### config.mk
export PLATFORM = sky130hd
export DESIGN_NAME = spi_port
export DESIGN_NICKNAME = d
export VERILOG_FILES = /design/src/rtl/spi_port_pkg.sv /design/src/rtl/spi_clkgen.sv /design/src/rtl/spi_sck_sync.sv /design/src/rtl/spi_shifter.sv /design/src/rtl/spi_flags.sv /design/src/rtl/spi_port.sv
export SDC_FILE = /design/constraint.sdc
export NUM_CORES = 1
export LEC_CHECK = 0
export ABC_AREA = 1
export BUFFER_PORTS_ARGS = -buffer_cell sky130_fd_sc_hd__buf_2
export CAP_MARGIN = 25
export CORE_MARGIN = 3
export CORE_UTILIZATION = 55
export CTS_CLUSTER_SIZE = 40
export DETAILED_ROUTE_END_ITERATION = 16
export MAX_ROUTING_LAYER = met4
export PLACE_DENSITY = 0.85
export SETUP_SLACK_MARGIN = 0.1
export SYNTH_ARGS = -nofsm -noshare
export SYNTH_HDL_FRONTEND = slang
export SYNTH_HIERARCHICAL = 1
export SYNTH_SLANG_ARGS = --single-unit
### constraint.sdc
create_clock -name clk -period 3.2 [get_ports clk]
set_input_delay 0 -clock clk [delete_from_list [all_inputs] [get_ports clk]]
set_output_delay 0 -clock clk [all_outputs]
set_load 0.02 [all_outputs]
### src/rtl/spi_port_pkg.sv
// Package: shared types, register addresses and rate arithmetic for spi_port.
// Assumes an 8-bit register bus with a 2-bit address.
package spi_port_pkg;

    localparam int DATA_W    = 8;
    localparam int DIV_W     = 8;
    localparam int BASE_HALF = 2;

    localparam logic [1:0] ADDR_CTRL = 2'd0;
    localparam logic [1:0] ADDR_STAT = 2'd1;
    localparam logic [1:0] ADDR_DATA = 2'd2;

    // Control register layout, most significant field first.
    typedef struct packed {
        logic       irq_en;
        logic       enable;
        logic       lsb_first;
        logic       master;
        logic       cpol;
        logic       cpha;
        logic [1:0] rate;
    } spi_ctrl_t;

    // Half period of the master serial clock in system clocks: 2, 8, 32, 64.
    function automatic logic [DIV_W-1:0] half_cycles(input logic [1:0] rate);
        int sh;
        sh = (rate == 2'd3) ? 5 : 2 * int'(rate);
        return DIV_W'(BASE_HALF << sh);
    endfunction

endpackage

### src/rtl/spi_clkgen.sv
// Module: master serial clock generator.
// Produces one tick per half period while run is high and marks each tick
// as a leading or a trailing edge. The phase restarts at 0 whenever run is low.
module spi_clkgen
    import spi_port_pkg::*;
#(
    parameter int CNT_W = DIV_W
) (
    input  logic       clk,
    input  logic       rst_n,
    input  logic       run,
    input  logic [1:0] rate,
    output logic       sck_ph,
    output logic       lead_tick,
    output logic       trail_tick
);

    logic [CNT_W-1:0] cnt_q;
    logic             term;
    logic             tick;

    assign term       = (cnt_q == CNT_W'(half_cycles(rate) - 1'b1));
    assign tick       = run && term;
    assign lead_tick  = tick && !sck_ph;
    assign trail_tick = tick && sck_ph;

    // Half-period counter and clock phase toggle.
    always_ff @(posedge clk) begin
        if (!rst_n || !run) begin
            cnt_q  <= '0;
            sck_ph <= 1'b0;
        end else if (term) begin
            cnt_q  <= '0;
            sck_ph <= ~sck_ph;
        end else begin
            cnt_q  <= cnt_q + 1'b1;
        end
    end

endmodule

### src/rtl/spi_sck_sync.sv
// Module: external serial clock synchroniser and edge classifier.
// Assumes the external clock half period spans at least four system clocks.
// An edge leaving the CPOL level is a leading edge; one returning to it is trailing.
module spi_sck_sync #(
    parameter int SYNC_STAGES = 3
) (
    input  logic clk,
    input  logic rst_n,
    input  logic sck_in,
    input  logic cpol,
    output logic lead,
    output logic trail
);

    logic [SYNC_STAGES-1:0] sync_q;
    logic                   chg;

    // Shift the external clock through the synchroniser chain.
    always_ff @(posedge clk) begin
        if (!rst_n) sync_q <= '0;
        else        sync_q <= {sync_q[SYNC_STAGES-2:0], sck_in};
    end

    assign chg   = sync_q[SYNC_STAGES-2] ^ sync_q[SYNC_STAGES-1];
    assign lead  = chg && (sync_q[SYNC_STAGES-1] == cpol);
    assign trail = chg && (sync_q[SYNC_STAGES-1] != cpol);

endmodule

### src/rtl/spi_shifter.sv
// Module: byte shift engine shared by master and slave modes.
// Takes leading and trailing edge pulses and decides the sample and change
// edges from CPHA. Counts bits and reports the end of each byte. In master
// mode the byte ends on the last trailing edge, so the clock is back at idle.
module spi_shifter
    import spi_port_pkg::*;
#(
    parameter int DW = DATA_W
) (
    input  logic          clk,
    input  logic          rst_n,
    input  logic          enable,
    input  logic          master,
    input  logic          cpha,
    input  logic          lsb_first,
    input  logic          start,
    input  logic          lead,
    input  logic          trail,
    input  logic          load,
    input  logic [DW-1:0] load_data,
    input  logic          sdi,
    output logic          sdo,
    output logic          active,
    output logic          done,
    output logic [DW-1:0] rx_byte
);

    localparam int CW = $clog2(DW + 1);

    logic [CW-1:0] lead_cnt, smp_cnt;
    logic [DW-1:0] tx_sr, rx_sr, rx_next;
    logic          acc_lead, acc_trail, sample_ev, change_ev;

    assign acc_lead  = enable && lead && (active || !master);
    assign acc_trail = enable && trail && active;
    assign sample_ev = cpha ? acc_trail : acc_lead;
    assign change_ev = cpha ? (acc_lead && lead_cnt != '0) : acc_trail;
    assign done      = master ? (acc_trail && lead_cnt == CW'(DW))
                              : (sample_ev && smp_cnt == CW'(DW - 1));
    assign rx_next   = lsb_first ? {sdi, rx_sr[DW-1:1]} : {rx_sr[DW-2:0], sdi};
    assign sdo       = lsb_first ? tx_sr[0] : tx_sr[DW-1];

    // Transfer activity: raised by a master start or the first slave leading edge.
    always_ff @(posedge clk) begin
        if (!rst_n || !enable || done) active <= 1'b0;
        else if (start || (acc_lead && !active)) active <= 1'b1;
    end

    // Leading-edge and sample counters for the current byte.
    always_ff @(posedge clk) begin
        if (!rst_n || !enable || done || start) begin
            lead_cnt <= '0;
            smp_cnt  <= '0;
        end else begin
            if (acc_lead)  lead_cnt <= lead_cnt + 1'b1;
            if (sample_ev) smp_cnt  <= smp_cnt + 1'b1;
        end
    end

    // Outgoing byte: loaded only while idle, shifted on change edges.
    always_ff @(posedge clk) begin
        if (!rst_n) tx_sr <= '0;
        else if (load && !active) tx_sr <= load_data;
        else if (change_ev) tx_sr <= lsb_first ? {1'b0, tx_sr[DW-1:1]} : {tx_sr[DW-2:0], 1'b0};
    end

    // Incoming byte: one bit per sample edge.
    always_ff @(posedge clk) begin
        if (!rst_n) rx_sr <= '0;
        else if (sample_ev) rx_sr <= rx_next;
    end

    // Read buffer: copied at the end of each byte.
    always_ff @(posedge clk) begin
        if (!rst_n) rx_byte <= '0;
        else if (done) rx_byte <= sample_ev ? rx_next : rx_sr;
    end

    AST_DONE_WHILE_ACTIVE: assert property (@(posedge clk) disable iff (!rst_n)
        done |-> (active || !master));
    AST_LEAD_BOUND: assert property (@(posedge clk) disable iff (!rst_n)
        lead_cnt <= CW'(DW));
    AST_TX_FROZEN: assert property (@(posedge clk) disable iff (!rst_n)
        (active && load && !change_ev) |=> $stable(tx_sr));

endmodule

### src/rtl/spi_flags.sv
// Module: completion and collision flags with the two-step clear.
// A status read records whether any flag was set. The next data access then
// clears both flags. A set event wins over a clear in the same cycle.
module spi_flags (
    input  logic clk,
    input  logic rst_n,
    input  logic done,
    input  logic col_set,
    input  logic stat_rd,
    input  logic data_acc,
    output logic cmp,
    output logic col
);

    logic arm_q;
    logic clear;

    assign clear = data_acc && arm_q;

    // Arm on a status read that sees a flag; disarm on any data access.
    always_ff @(posedge clk) begin
        if (!rst_n)        arm_q <= 1'b0;
        else if (stat_rd)  arm_q <= cmp || col;
        else if (data_acc) arm_q <= 1'b0;
    end

    // Completion flag: set by end of byte, cleared by an armed data access.
    always_ff @(posedge clk) begin
        if (!rst_n)     cmp <= 1'b0;
        else if (done)  cmp <= 1'b1;
        else if (clear) cmp <= 1'b0;
    end

    // Collision flag: set by a refused data write, cleared like cmp.
    always_ff @(posedge clk) begin
        if (!rst_n)       col <= 1'b0;
        else if (col_set) col <= 1'b1;
        else if (clear)   col <= 1'b0;
    end

    AST_CMP_SOURCE: assert property (@(posedge clk) disable iff (!rst_n)
        $rose(cmp) |-> $past(done));
    AST_COL_SOURCE: assert property (@(posedge clk) disable iff (!rst_n)
        $rose(col) |-> $past(col_set));
    AST_CLEAR_NEEDS_ARM: assert property (@(posedge clk) disable iff (!rst_n)
        $fell(cmp) |-> $past(data_acc && arm_q));
    AST_SET_WINS: assert property (@(posedge clk) disable iff (!rst_n)
        col_set |=> col);

endmodule

### src/rtl/spi_port.sv
// Module: register-mapped byte serial port (top).
// Decodes the register bus, holds the control register, picks the master or
// slave edge source and drives the interrupt. Reads have no side effect
// except the flag arming done in spi_flags.
module spi_port
    import spi_port_pkg::*;
(
    input  logic       clk,
    input  logic       rst_n,
    input  logic       bus_en,
    input  logic       bus_we,
    input  logic [1:0] bus_addr,
    input  logic [7:0] bus_wdata,
    output logic [7:0] bus_rdata,
    input  logic       sck_in,
    input  logic       sdi,
    output logic       sck_out,
    output logic       sdo,
    output logic       irq
);

    spi_ctrl_t         ctrl_q;
    logic              wr, rd, ctrl_wr, stat_rd, data_wr, data_acc;
    logic              busy, done, start, cmp, col;
    logic              m_lead, m_trail, s_lead, s_trail, lead, trail, sck_ph;
    logic [DATA_W-1:0] rx_byte;

    assign wr       = bus_en && bus_we;
    assign rd       = bus_en && !bus_we;
    assign ctrl_wr  = wr && (bus_addr == ADDR_CTRL);
    assign stat_rd  = rd && (bus_addr == ADDR_STAT);
    assign data_wr  = wr && (bus_addr == ADDR_DATA);
    assign data_acc = bus_en && (bus_addr == ADDR_DATA);
    assign start    = data_wr && ctrl_q.enable && ctrl_q.master && !busy;
    assign lead     = ctrl_q.master ? m_lead  : s_lead;
    assign trail    = ctrl_q.master ? m_trail : s_trail;
    assign sck_out  = (ctrl_q.master && ctrl_q.enable) ? (ctrl_q.cpol ^ sck_ph) : ctrl_q.cpol;
    assign irq      = cmp && ctrl_q.irq_en;

    // Control register write.
    always_ff @(posedge clk) begin
        if (!rst_n)       ctrl_q <= '0;
        else if (ctrl_wr) ctrl_q <= spi_ctrl_t'(bus_wdata);
    end

    // Read data multiplexer.
    always_comb begin
        case (bus_addr)
            ADDR_CTRL: bus_rdata = ctrl_q;
            ADDR_STAT: bus_rdata = {cmp, col, 6'b0};
            ADDR_DATA: bus_rdata = rx_byte;
            default:   bus_rdata = 8'h00;
        endcase
    end

    spi_clkgen u_clkgen (
        .clk        (clk),
        .rst_n      (rst_n),
        .run        (busy && ctrl_q.master),
        .rate       (ctrl_q.rate),
        .sck_ph     (sck_ph),
        .lead_tick  (m_lead),
        .trail_tick (m_trail)
    );

    spi_sck_sync u_sync (
        .clk    (clk),
        .rst_n  (rst_n),
        .sck_in (sck_in),
        .cpol   (ctrl_q.cpol),
        .lead   (s_lead),
        .trail  (s_trail)
    );

    spi_shifter u_shift (
        .clk       (clk),
        .rst_n     (rst_n),
        .enable    (ctrl_q.enable),
        .master    (ctrl_q.master),
        .cpha      (ctrl_q.cpha),
        .lsb_first (ctrl_q.lsb_first),
        .start     (start),
        .lead      (lead),
        .trail     (trail),
        .load      (data_wr),
        .load_data (bus_wdata),
        .sdi       (sdi),
        .sdo       (sdo),
        .active    (busy),
        .done      (done),
        .rx_byte   (rx_byte)
    );

    spi_flags u_flags (
        .clk      (clk),
        .rst_n    (rst_n),
        .done     (done),
        .col_set  (data_wr && busy),
        .stat_rd  (stat_rd),
        .data_acc (data_acc),
        .cmp      (cmp),
        .col      (col)
    );

    AST_SCK_BACK_IDLE: assert property (@(posedge clk) disable iff (!rst_n)
        (done && ctrl_q.master && !ctrl_wr) |=> (sck_out == ctrl_q.cpol));
    AST_NO_START_WHEN_BUSY: assert property (@(posedge clk) disable iff (!rst_n)
        (data_wr && busy) |=> busy || $past(done));

endmodule

==> results of run 1 <==
-- routing by layer --
| metal | vias to the layer above | share of wire (%) |
|---|---|---|
| met3 | 14 | 4.3 |
| li1 | 1606 | - |
| met5 | - | 0 |
| met1 | 1378 | 44 |
| met2 | 69 | 49 |
| met4 | 0 | 2.3 |
-- critical path: cells and delay by family, from the launching register on --
family          cells  cell delay, ps
flops               1             500
simple gates       10            1240
buf+inv             2             130
mux                 1             140
compound gates      1             130
-- synth_stat cells (all sizes together) (2+ instances only) --
| master | n | share of area, % |
|---|---|---|
| ha | 4 | 1.5 |
| nand4 | 3 | 1.5 |
| mux2 | 2 | 0.67 |
| nand2 | 148 | 18 |
| a31oi | 2 | 0.37 |
| xnor2 | 4 | 1.0 |
| inv | 77 | 9.8 |
| nor2 | 80 | 9.9 |
| o21ai | 27 | 4.0 |
| xor2 | 8 | 2.1 |
| dfxtp | 56 | 33 |
| buf | 9 | 2.2 |
| clkinv | 7 | 0.79 |
| nand3 | 56 | 10 |
| nor3 | 5 | 0.75 |
| a21oi | 14 | 2.9 |
-- how the worst max path moves through the flow --
stage	start	endpoint	slack, ps	cells after the start
after floorplan	ctrl_q[4]$_SDFFE_PN0P_	u_shift/rx_byte[5]$_SDFFE_PN0P_	1310	14
after global placement	ctrl_q[4]$_SDFFE_PN0P_	u_shift/tx_sr[1]$_SDFFE_PN0P_	990	12
after detailed placement	ctrl_q[4]$_SDFFE_PN0P_	u_shift/tx_sr[1]$_SDFFE_PN0P_	1000	12
after CTS	ctrl_q[4]$_SDFFE_PN0P_	u_flags/cmp$_SDFFE_PN0P_	970	13
after global routing	u_clkgen/cnt_q[3]$_SDFF_PP0_	u_shift/rx_byte[1]$_SDFFE_PN0P_	700	15
final	ctrl_q[1]$_SDFFE_PN0P_	u_flags/cmp$_SDFFE_PN0P_	970	14
-- flip-flops by register name, summed over array words and instances (netlist names) --
| name | cells |
|---|---|
| u_shift/rx_sr | 8 |
| u_flags/cmp | 1 |
| u_shift/smp_cnt | 4 |
| u_clkgen/cnt_q | 8 |
| u_shift/lead_cnt | 4 |
| u_sync/sync_q | 3 |
| ctrl_q | 8 |
| u_flags/arm_q | 1 |
| u_clkgen/sck_ph | 1 |
| u_shift/active | 1 |
| u_shift/rx_byte | 8 |
| u_shift/tx_sr | 8 |
| u_flags/col | 1 |
-- timing repair --
item / in CTS / in global routing
hold endpoints to repair: 1 / 0
setup endpoints to repair: 0 / 0
hold buffers: 1 / 0
buffers inserted: 0 / 0
resized for setup: 0 / 0
-- layout by cell type, fill, tap and decap left out, drive strengths merged, types with 8 or more instances in the layout --
cell	synthesis	routed
dfxtp	56	56
buf	9	27
nand3	56	56
inv	77	77
o21ai	27	27
a21oi	14	14
xor2	8	8
nor2	80	80
clkinv	7	8
nand2	148	148
-- cell families after synthesis --
logic type / count (synthesis)
AND/OR/NAND/NOR: 294
XOR/XNOR: 12
AO/OA/AOI/OAI: 43
flip-flops: 56
buffers and inverters: 94
adder cells (fa/ha/maj): 4
multiplexers: 2
-- power groups by stage --
stage / Sequential (mW) / Clock, mW / Combinational [mW]
after floorplan: 0.730 / 0 / 0.0834
after global placement: 0.732 / 0 / 0.110
after detailed placement: 0.733 / 0 / 0.112
after CTS: 0.716 / 0.381 / 0.113
after global routing: 0.719 / 0.415 / 0.128
final: 0.716 / 0.369 / 0.114
-- final cells by class --
class / count / area, µm²
Multi-Input combinational cell: 355 / 1790
Clock inverter: 2 / 12.5
Sequential cell: 56 / 1120
Fill cell: 521 / 2120
Tap cell: 72 / 90.1
Clock buffer: 5 / 68.8
Inverter: 84 / 353
Timing Repair Buffer: 28 / 148
-- per-stage QoR --
stage,hold slack (ps),setup slack [ps]
2_1_floorplan,93.5,1310
3_3_place_gp,185,992
3_5_place_dp,190,996
4_1_cts,22.7,965
5_1_grt,48.8,702
6_report,30.6,971
==> results.toml, run 1 <==
[outcome]
status = "finished clean"

[clocking]
cts_tree = "done"
clk_latency_ps = 300
clk_pin_slew_ps = 100
cts.htree.levels = 2
cts_root_buf = "clkbuf_8"
cts.path.max_buffers = 2
cts_buffers = 5
clock_sinks = 56

[yosys]
synth_ff_type = "dfxtp_1"
muxShareOfSynthArea_pct = 0.673
syn_area_per_cell_um2 = 6.63
synth_nets = 525
yosys.cell_types.count = 33
synthAdderAreaFrac_pct = 1.50
synth_edf_count = 0
synth_area_mm2 = 0.00335
synth_top_family_by_area = "simple AND/OR/NAND/NOR gates"
synthArstFlopShare_pct = 0
synth_compound_area_share_pct = 7.29
synthXorXnorAreaFrac_pct = 3.14
synth-simple-area-share_pct = 41.0
yosys_warnings = 6
synth_seq_cells = 56
syn_inst = 505
synth-seq-area-share_pct = 33.5

[die]
pin_count = 27
core_area_mm2 = 0.00571
dieWidth_um = 84.0
die_area_mm2 = 0.00706
die_h_um = 84.0
initial_core_util_pct = 58.6
placementRows = 27

[timing]
drv_slew = 0
timing.fmax_mhz = 449
rsz0062_at_grt = "false"
setup_viol = 0
tightest_slew_ps = 690
fin_crit_ps = 2230
clock_skew_ps = 5.04
setup-tns-final_ps = 0
final-hold-violation-count = 0
slew_headroom_pct = 53.9
fin_crit_sh_pct = 69.7

[global_routing]
grt_pass1_vias = 2847
overflow = 0
use_met2_pct = 35.1
grt_util_all_layers_pct = 20.8
busiest_layer = "met2"
antenna_found_initial = 0
grtUsageMet3_pct = 3.36
grt_pass1_wl_um = 11900
use_met1_pct = 24.7
grt_max_degree = 34

[power_and_ir_drop]
internal_power_uw = 893
leakagePower_nw = 1.59
pwr-share-clk_pct = 30.8
p_per_area_mw_per_mm2 = 335
switching_share_pct = 25.6
worst_ir_drop_vdd_mv = 0.274
power_frac_comb_pct = 9.5
power.total_mw = 1.20
power_frac_seq_pct = 59.7
p_sw_uw = 307

[setup_path]
timing.rr.end = "u_flags/cmp$_SDFFE_PN0P_"
path_cells = "inv_2, nand2_1, nand3_1, nand3b_1, nor2_1, nand2_1, nor2_1, mux2_1, nand3_2, nand2_2, nand3_4, nand2_4, inv_1, a21oi_1"
r2r_slack_ps = 970
r2r-start = "ctrl_q[1]$_SDFFE_PN0P_"
max_stage_delay_ps = 500
path_class = "flop to flop"
crit_path_end_kind = "flop"
critPathLaunchType = "flop"
crit_slowest_cell = "dfxtp_1"
required_ps = 3440
critPathMaxFanout = 10
ff2ff_path_depth = 14
crit_arrival_ps = 2470

[routing]
ant_nets = 0
routed_wirelength_um = 6860
drtPass1Iterations = 6
vias_per_cell = 5.09
vias = 3067
first_iter_violations = 142
drc = 0
routedWlPerCell_um = 11.4

[placement]
hpwl_um = 5050
place_area_mm2 = 0.00349
place_congestion = 0.868
io_buffers = 26
placed_cells_incl_taps = 594

[hold_path]
min-delay-start = "bus_we"
hold_end = "u_flags/arm_q$_SDFFE_PN0P_"
whs_path_depth = 5
hp-class = "input port to flop"

[layout]
n_antenna_cell = 0
syn_to_final_growth_pct = 7.14
final_nets = 550
drive_gt1_share_pct = 15.3
final_cells = 602
final_area_mm2 = 0.00359
finish.utilization_pct = 62.8

[run]
cap_viol_max_count = 0
Note: power is estimated with default switching activity, not from simulation.
==> run 2: changes to the inputs <==
--- a/config.mk
+++ b/config.mk
@@ -5,7 +5,7 @@
 export SDC_FILE = /design/constraint.sdc
 export NUM_CORES = 1
 export LEC_CHECK = 0
-export ABC_AREA = 1
+export ABC_AREA = 0
 export BUFFER_PORTS_ARGS = -buffer_cell sky130_fd_sc_hd__buf_2
 export CAP_MARGIN = 25
 export CORE_MARGIN = 3
@@ -13,7 +13,7 @@
 export CTS_CLUSTER_SIZE = 40
 export DETAILED_ROUTE_END_ITERATION = 16
 export MAX_ROUTING_LAYER = met4
-export PLACE_DENSITY = 0.85
+export PLACE_DENSITY = 0.86
 export SETUP_SLACK_MARGIN = 0.1
 export SYNTH_ARGS = -nofsm -noshare
 export SYNTH_HDL_FRONTEND = slang
==> constraint.sdc (replaced) <==
create_clock -name clk -period 2.07 [get_ports clk]
set_input_delay 0 -clock clk [delete_from_list [all_inputs] [get_ports clk]]
set_output_delay 0 -clock clk [all_outputs]
set_load 0.02 [all_outputs]
==> results.toml, run 2 <==
[outcome]
status = "finished with violations"
violations = "setup timing"

[die]
pin_count = 27
die_area_mm2 = 0.00640
placementRows = 26
core_area_mm2 = 0.00520
die_h_um = 80.0
dieWidth_um = 80.0
initial_core_util_pct = 57.9

[clocking]
cts_root_buf = "clkbuf_8"
clk_latency_ps = 310
cts_tree = "done"
cts.htree.levels = 2
clock_sinks = 56
clk_pin_slew_ps = 100
cts_buffers = 5
cts.path.max_buffers = 2

[layout]
fillers = 347
syn_to_final_growth_pct = 28.8
n_antenna_cell = 0
final_cells = 468
drive_gt1_share_pct = 33.7
final_nets = 417
layout_common_cells = "52 x dfxtp_1, 32 x mux2i_1, 32 x buf_4"
finish.utilization_pct = 74.5
layout_commonest_cell = "dfxtp_1"

[placement]
placed_cells_incl_taps = 443
hpwl_um = 4940
place_congestion = 0.867
io_buffers = 26

[hold_path]
min-delay-start = "bus_we"
hp-class = "input port to flop"
whs_path_depth = 4
hold_end = "u_flags/arm_q$_SDFFE_PN0P_"

[timing]
fin_crit_ps = 2570
drv_slew = 0
setup_viol = 34
fin_ws_ps = -497
timing.fmax_mhz = 390
tightest_slew_ps = 608
final-hold-violation-count = 0
fin_crit_sh_pct = 124
slew_headroom_pct = 59.4
setup-tns-final_ps = -12370
rsz0062_at_grt = "true"
clock_skew_ps = 8.90

[power_and_ir_drop]
leakagePower_nw = 1.53
p_per_area_mw_per_mm2 = 506
power.total_mw = 1.96
worst_ir_drop_vdd_mv = 0.424

[setup_path]
path_delay_family = "compound AO/OA/AOI/OAI gates"
critPathLaunchType = "flop"
critical_path_buf_inv_count = 1
required_ps = 2260
path_class = "flop to flop"
path_cells = "and4_1, and2_4, o211a_1, and3b_1, mux2_4, and2_4, buf_6, a41o_2, o22ai_1, a21oi_2"
ff2ff_path_depth = 10
max_stage_delay_ps = 340
r2r_slack_ps = -500
r2r-start = "u_clkgen/cnt_q[2]$_SDFF_PP0_"
critPathMaxFanout = 8
crit_path_frequent_cell = "and2_4"
crit_path_end_kind = "flop"
crit_arrival_ps = 2760
timing.rr.end = "u_shift/tx_sr[1]$_SDFFE_PN0P_"
crit_slowest_cell = "dfxtp_2"

[routing]
routed_wirelength_um = 8210
drc = 0
ant_nets = 0
vias = 2794
vias_per_cell = 5.97
first_iter_violations = 233
routedWlPerCell_um = 17.5
drtPass1Iterations = 5

[yosys]
synth_ff_type = "dfxtp_1"
synth_seq_cells = 56
syn_area_per_cell_um2 = 9.19
synth_area_mm2 = 0.00301
synth_top_area_cell = "dfxtp_1"
synth_top_area_share_pct = 37.2
syn_inst = 328
yosys.cell_types.count = 59
yosys_warnings = 6
ys_top_cells_by_area = "dfxtp_1 37%, mux2i_1 11%, and2_1 4.6%"
synth_nets = 348
synth_edf_count = 0
synth-seq-area-share_pct = 37.2
synthArstFlopShare_pct = 0
netlist_top_cells_count = "56 x dfxtp_1, 33 x nand2_1, 32 x mux2i_1, 32 x nor2_1, 22 x and2_1"
yosysMostFrequentCell = "dfxtp_1"

[run]
cap_viol_max_count = 0

[global_routing]
overflow = 0
grt_util_all_layers_pct = 25.3
antenna_found_initial = 0
grt_max_degree = 28
grt_pass1_vias = 2607
grt_pass1_wl_um = 12300
-- run 2: cell count changes after synthesis, sizes merged, moves of 4 or more --
cell | before | now
mux2i | 0 | 34
o21ai | 27 | 4
nand2 | 148 | 33
o221a | 0 | 8
inv | 77 | 7
nand3 | 56 | 16
xor2 | 8 | 4
clkbuf | 1 | 5
o22ai | 0 | 6
clkinv | 7 | 0
mux2 | 2 | 11
nor2 | 80 | 32
and2 | 0 | 23
-- run 2: worst max-delay path by stage --
stage,startpoint,slack (ps),cells past startpoint,end
final,u_clkgen/cnt_q[2]$_SDFF_PP0_,-500,10,u_shift/tx_sr[1]$_SDFFE_PN0P_
after detailed placement,u_clkgen/cnt_q[1]$_SDFF_PP0_,-450,10,u_shift/rx_byte[1]$_SDFFE_PN0P_
after global routing,u_clkgen/cnt_q[4]$_SDFF_PP0_,-530,10,u_shift/tx_sr[1]$_SDFFE_PN0P_
after floorplan,u_clkgen/cnt_q[4]$_SDFF_PP0_,-470,11,u_shift/smp_cnt[2]$_SDFFE_PP0P_
after global placement,u_clkgen/cnt_q[1]$_SDFF_PP0_,-420,10,u_shift/rx_byte[4]$_SDFFE_PN0P_
after CTS,u_clkgen/cnt_q[1]$_SDFF_PP0_,-400,10,u_shift/rx_byte[0]$_SDFFE_PN0P_
-- run 2: layout make-up --
class | count | area (µm²) | area share, %
flip-flops and latches | 56 | 1130 | 29.1
clock inverters | 2 | 35.0 | 0.903
clock buffers | 6 | 72.6 | 1.87
inverters | 7 | 26.3 | 0.677
well taps | 70 | 87.6 | 2.26
repair buffers | 76 | 571 | 14.7
multi-input cells | 251 | 1960 | 50.5
-- run 2: cells by family (layout without fill, tap and decap cells) --
group,Yosys count,count (layout),share of synthesized area [%]
AND/OR/NAND/NOR,138,138,24.8
buffers and inverters,21,91,3.49
multiplexers,45,45,15.7
AO/OA/AOI/OAI,53,53,14.0
adder cells (fa/ha/maj),4,4,1.66
XOR/XNOR,11,11,3.20
flip-flops,56,56,37.2
-- run 2: tightest hold or removal path, delay by kind of cell --
family	cells	cell delay (ps)
compound gates	2	130
buf+inv	1	90
simple gates	1	170
-- run 2: through the flow --
stage / setup WS [ps] / area, µm² / hold WS (ps)
finish: -497 / 3880 / 131
global route: -535 / 3880 / 162
CTS: -399 / 3740 / 130
detailed placement: -451 / 3460 / 203
global placement: -416 / 3460 / 202
floorplan: -465 / 3060 / 117
-- run 2: metal layers --
layer | wire, µm | up-vias | GRT usage, % | share of wire, %
met4 | 271 | 0 | 9.63 | 3.3
met1 | 3260 | 1319 | 29.5 | 40
li1 | - | 1309 | - | -
met2 | 4090 | 142 | 42.1 | 50
met3 | 590 | 24 | 5.87 | 7.2
met5 | 0 | - | - | 0
-- run 2: timing repair --
action                     4_1_cts  5_1_grt
pin swaps                        8        9
setup buffers                    5        3
gates cloned                     0        0
setup endpoints to repair       34       34
gates resized for setup         14       25
hold endpoints to repair         9        0
hold buffers                     9        0
-- run 2: power by group --
group,internal (mW),total (mW),leakage [nW],switching (mW)
Combinational,0.0720,0.156,1.02,0.0836
Clock,0.360,0.715,0.0552,0.355
Sequential,1.08,1.09,0.454,0.0106
==> run 3: changes to the inputs <==
--- a/config.mk
+++ b/config.mk
@@ -8,7 +8,6 @@
 export ABC_AREA = 0
 export BUFFER_PORTS_ARGS = -buffer_cell sky130_fd_sc_hd__buf_2
 export CAP_MARGIN = 25
-export CORE_MARGIN = 3
 export CORE_UTILIZATION = 55
 export CTS_CLUSTER_SIZE = 40
 export DETAILED_ROUTE_END_ITERATION = 16
==> results.toml, run 3 (synthesized netlist as in run 2, its figures left out) <==
[outcome]
status = "finished with violations"
violations = "setup timing"

[setup_path]
crit_arrival_ps = 2760
path_delay_family = "compound AO/OA/AOI/OAI gates"
required_ps = 2280
r2r-start = "ctrl_q[0]$_SDFFE_PN0P_"
crit_path_end_kind = "flop"
critical_path_buf_inv_count = 1
critPathLaunchType = "flop"
cp-startpoint = "ctrl_q[0]$_SDFFE_PN0P_"
critPathMaxFanout = 8
crit_slowest_cell = "dfxtp_4"
max_stage_delay_ps = 370
path_cells = "and3_4, o21a_1, o211a_1, and3_1, mux2_4, mux2i_4, o2bb2ai_4, buf_12, o221a_2, mux2_2"
path_class = "flop to flop"

[clocking]
cts.path.max_buffers = 2
clk_latency_ps = 320
cts.htree.levels = 2
cts_tree = "done"
cts_root_buf = "clkbuf_8"
clock_sinks = 56
clk_pin_slew_ps = 100
cts_buffers = 5

[layout]
fillers = 318
final_nets = 415
n_antenna_cell = 0
multi_input_area_mm2 = 0.00201
layout_common_cells = "50 x dfxtp_1, 32 x mux2i_1, 32 x nor2_1, 32 x nand2_1, 31 x buf_4"
finish.utilization_pct = 75.1
drive_gt1_share_pct = 34.1
syn_to_final_growth_pct = 29.7
final_area_mm2 = 0.00391
final_cells = 466
regArea_mm2 = 0.00113
layout_commonest_cell = "dfxtp_1"

[routing]
first_iter_violations = 183
vias = 2786
drc = 0
routedWlPerCell_um = 17.7
ant_nets = 0
routed_wirelength_um = 8240
drtPass1Iterations = 4
vias_per_cell = 5.98

[power_and_ir_drop]
leakagePower_nw = 1.57
worst_ir_drop_vdd_mv = 0.422
switching_share_pct = 24.4
power_frac_comb_pct = 8.4
pwr-share-clk_pct = 33.6
p_sw_uw = 461
internal_power_mw = 1.42
p_per_area_mw_per_mm2 = 482
power_frac_seq_pct = 58.0

[global_routing]
grt_util_all_layers_pct = 28.1
overflow = 0
grt_max_degree = 34
grt_pass1_vias = 2643
grt_pass1_wl_um = 12600
antenna_found_initial = 0

[timing]
fin_hold_ws_ps = 150
fin_ws_ps = -475
timing.fmax_mhz = 393
setup_viol = 34
drv_slew = 0
tightest_slew_ps = 603
rsz0062_at_grt = "true"
slew_headroom_pct = 59.8
clock_skew_ps = 10.1
final-hold-violation-count = 0
fin_crit_sh_pct = 123
fin_crit_ps = 2550

[die]
initial_core_util_pct = 57.9
die_h_um = 76.0
placementRows = 26
dieWidth_um = 76.0
pin_count = 27
die_area_mm2 = 0.00578
core_area_mm2 = 0.00520

[placement]
place_area_mm2 = 0.00346
hpwl_um = 4990
placed_cells_incl_taps = 443
place_congestion = 0.898
io_buffers = 26

[hold_path]
hp-class = "input port to flop"
min-delay-start = "bus_we"

[run]
cap_viol_max_count = 0
run 3: cell count changes in the layout (fill, tap and decap cells not counted), moves of 2 or more:
cell	before	now
o221a_2	6	3
a21oi_2	5	7
nor3_2	4	2
dfxtp_2	3	5
a21oi_1	7	5
buf_6	8	6
o221a_4	2	5
dfxtp_1	52	50
nor3_1	2	4
nand3_1	12	10
run 3: per-stage QoR:
| step | power (mW) | worst slack [ps] | TNS, ps |
|---|---|---|---|
| after floorplan | 1.20 | -465 | -10380 |
| after global placement | 1.24 | -419 | -11300 |
| after detailed placement | 1.24 | -508 | -13460 |
| after CTS | 1.87 | -411 | -10480 |
| after global routing | 1.94 | -535 | -15160 |
| final | 1.88 | -475 | -12700 |
run 3: path summary, 6_finish.rpt:
| path | endpoint | slack [ps] | cells after the start |
|---|---|---|---|
| worst max-delay path | u_shift/rx_byte[7]$_SDFFE_PN0P_ | -480 | 10 |
| worst min-delay path | u_flags/arm_q$_SDFFE_PN0P_ | 150 | 4 |
| worst max register to register | u_shift/rx_byte[7]$_SDFFE_PN0P_ | -480 | 10 |
| worst min register to register | u_sync/sync_q[1]$_SDFF_PN0_ | 450 | 1 |
run 3: power groups by stage:
stage	logic [mW]	registers (mW)	clock network, mW
detailed placement	0.125	1.12	0
global route	0.168	1.10	0.673
finish	0.158	1.09	0.633
floorplan	0.0789	1.12	0
global placement	0.122	1.12	0
CTS	0.146	1.09	0.628
run 3: metal layers:
layer  GRT usage (%)  share of wire, %  routed length, µm  vias to the layer above
met5               -                 0                  0                        -
met4            9.04               2.7                222                        0
met3            3.95               3.3                269                       23
met2            49.4                51               4180                       85
met1            33.1                43               3570                     1372
li1                -                 -                  -                     1306
run 3: tightest hold or removal path: cells and delay by family:
family                 cells  cell delay, ps
buffers and inverters      1             100
AND/OR/NAND/NOR            1             190
AO/OA/AOI/OAI              2             140
run 3: area by class of cell:
| cell class | instances | area share (%) |
|---|---|---|
| clock buffers | 6 | 2.11 |
| clock inverters | 2 | 0.256 |
| inverters | 7 | 0.672 |
| multi-input cells | 251 | 51.4 |
| flip-flops and latches | 56 | 28.9 |
| well taps | 70 | 2.24 |
| repair buffers | 74 | 14.3 |
run 3: what timing repair did:
action	CTS	global route
pin swaps	8	10
setup buffers	4	2
setup endpoints to repair	34	34
hold buffers	9	0
hold endpoints to repair	9	0
gates resized for setup	22	23
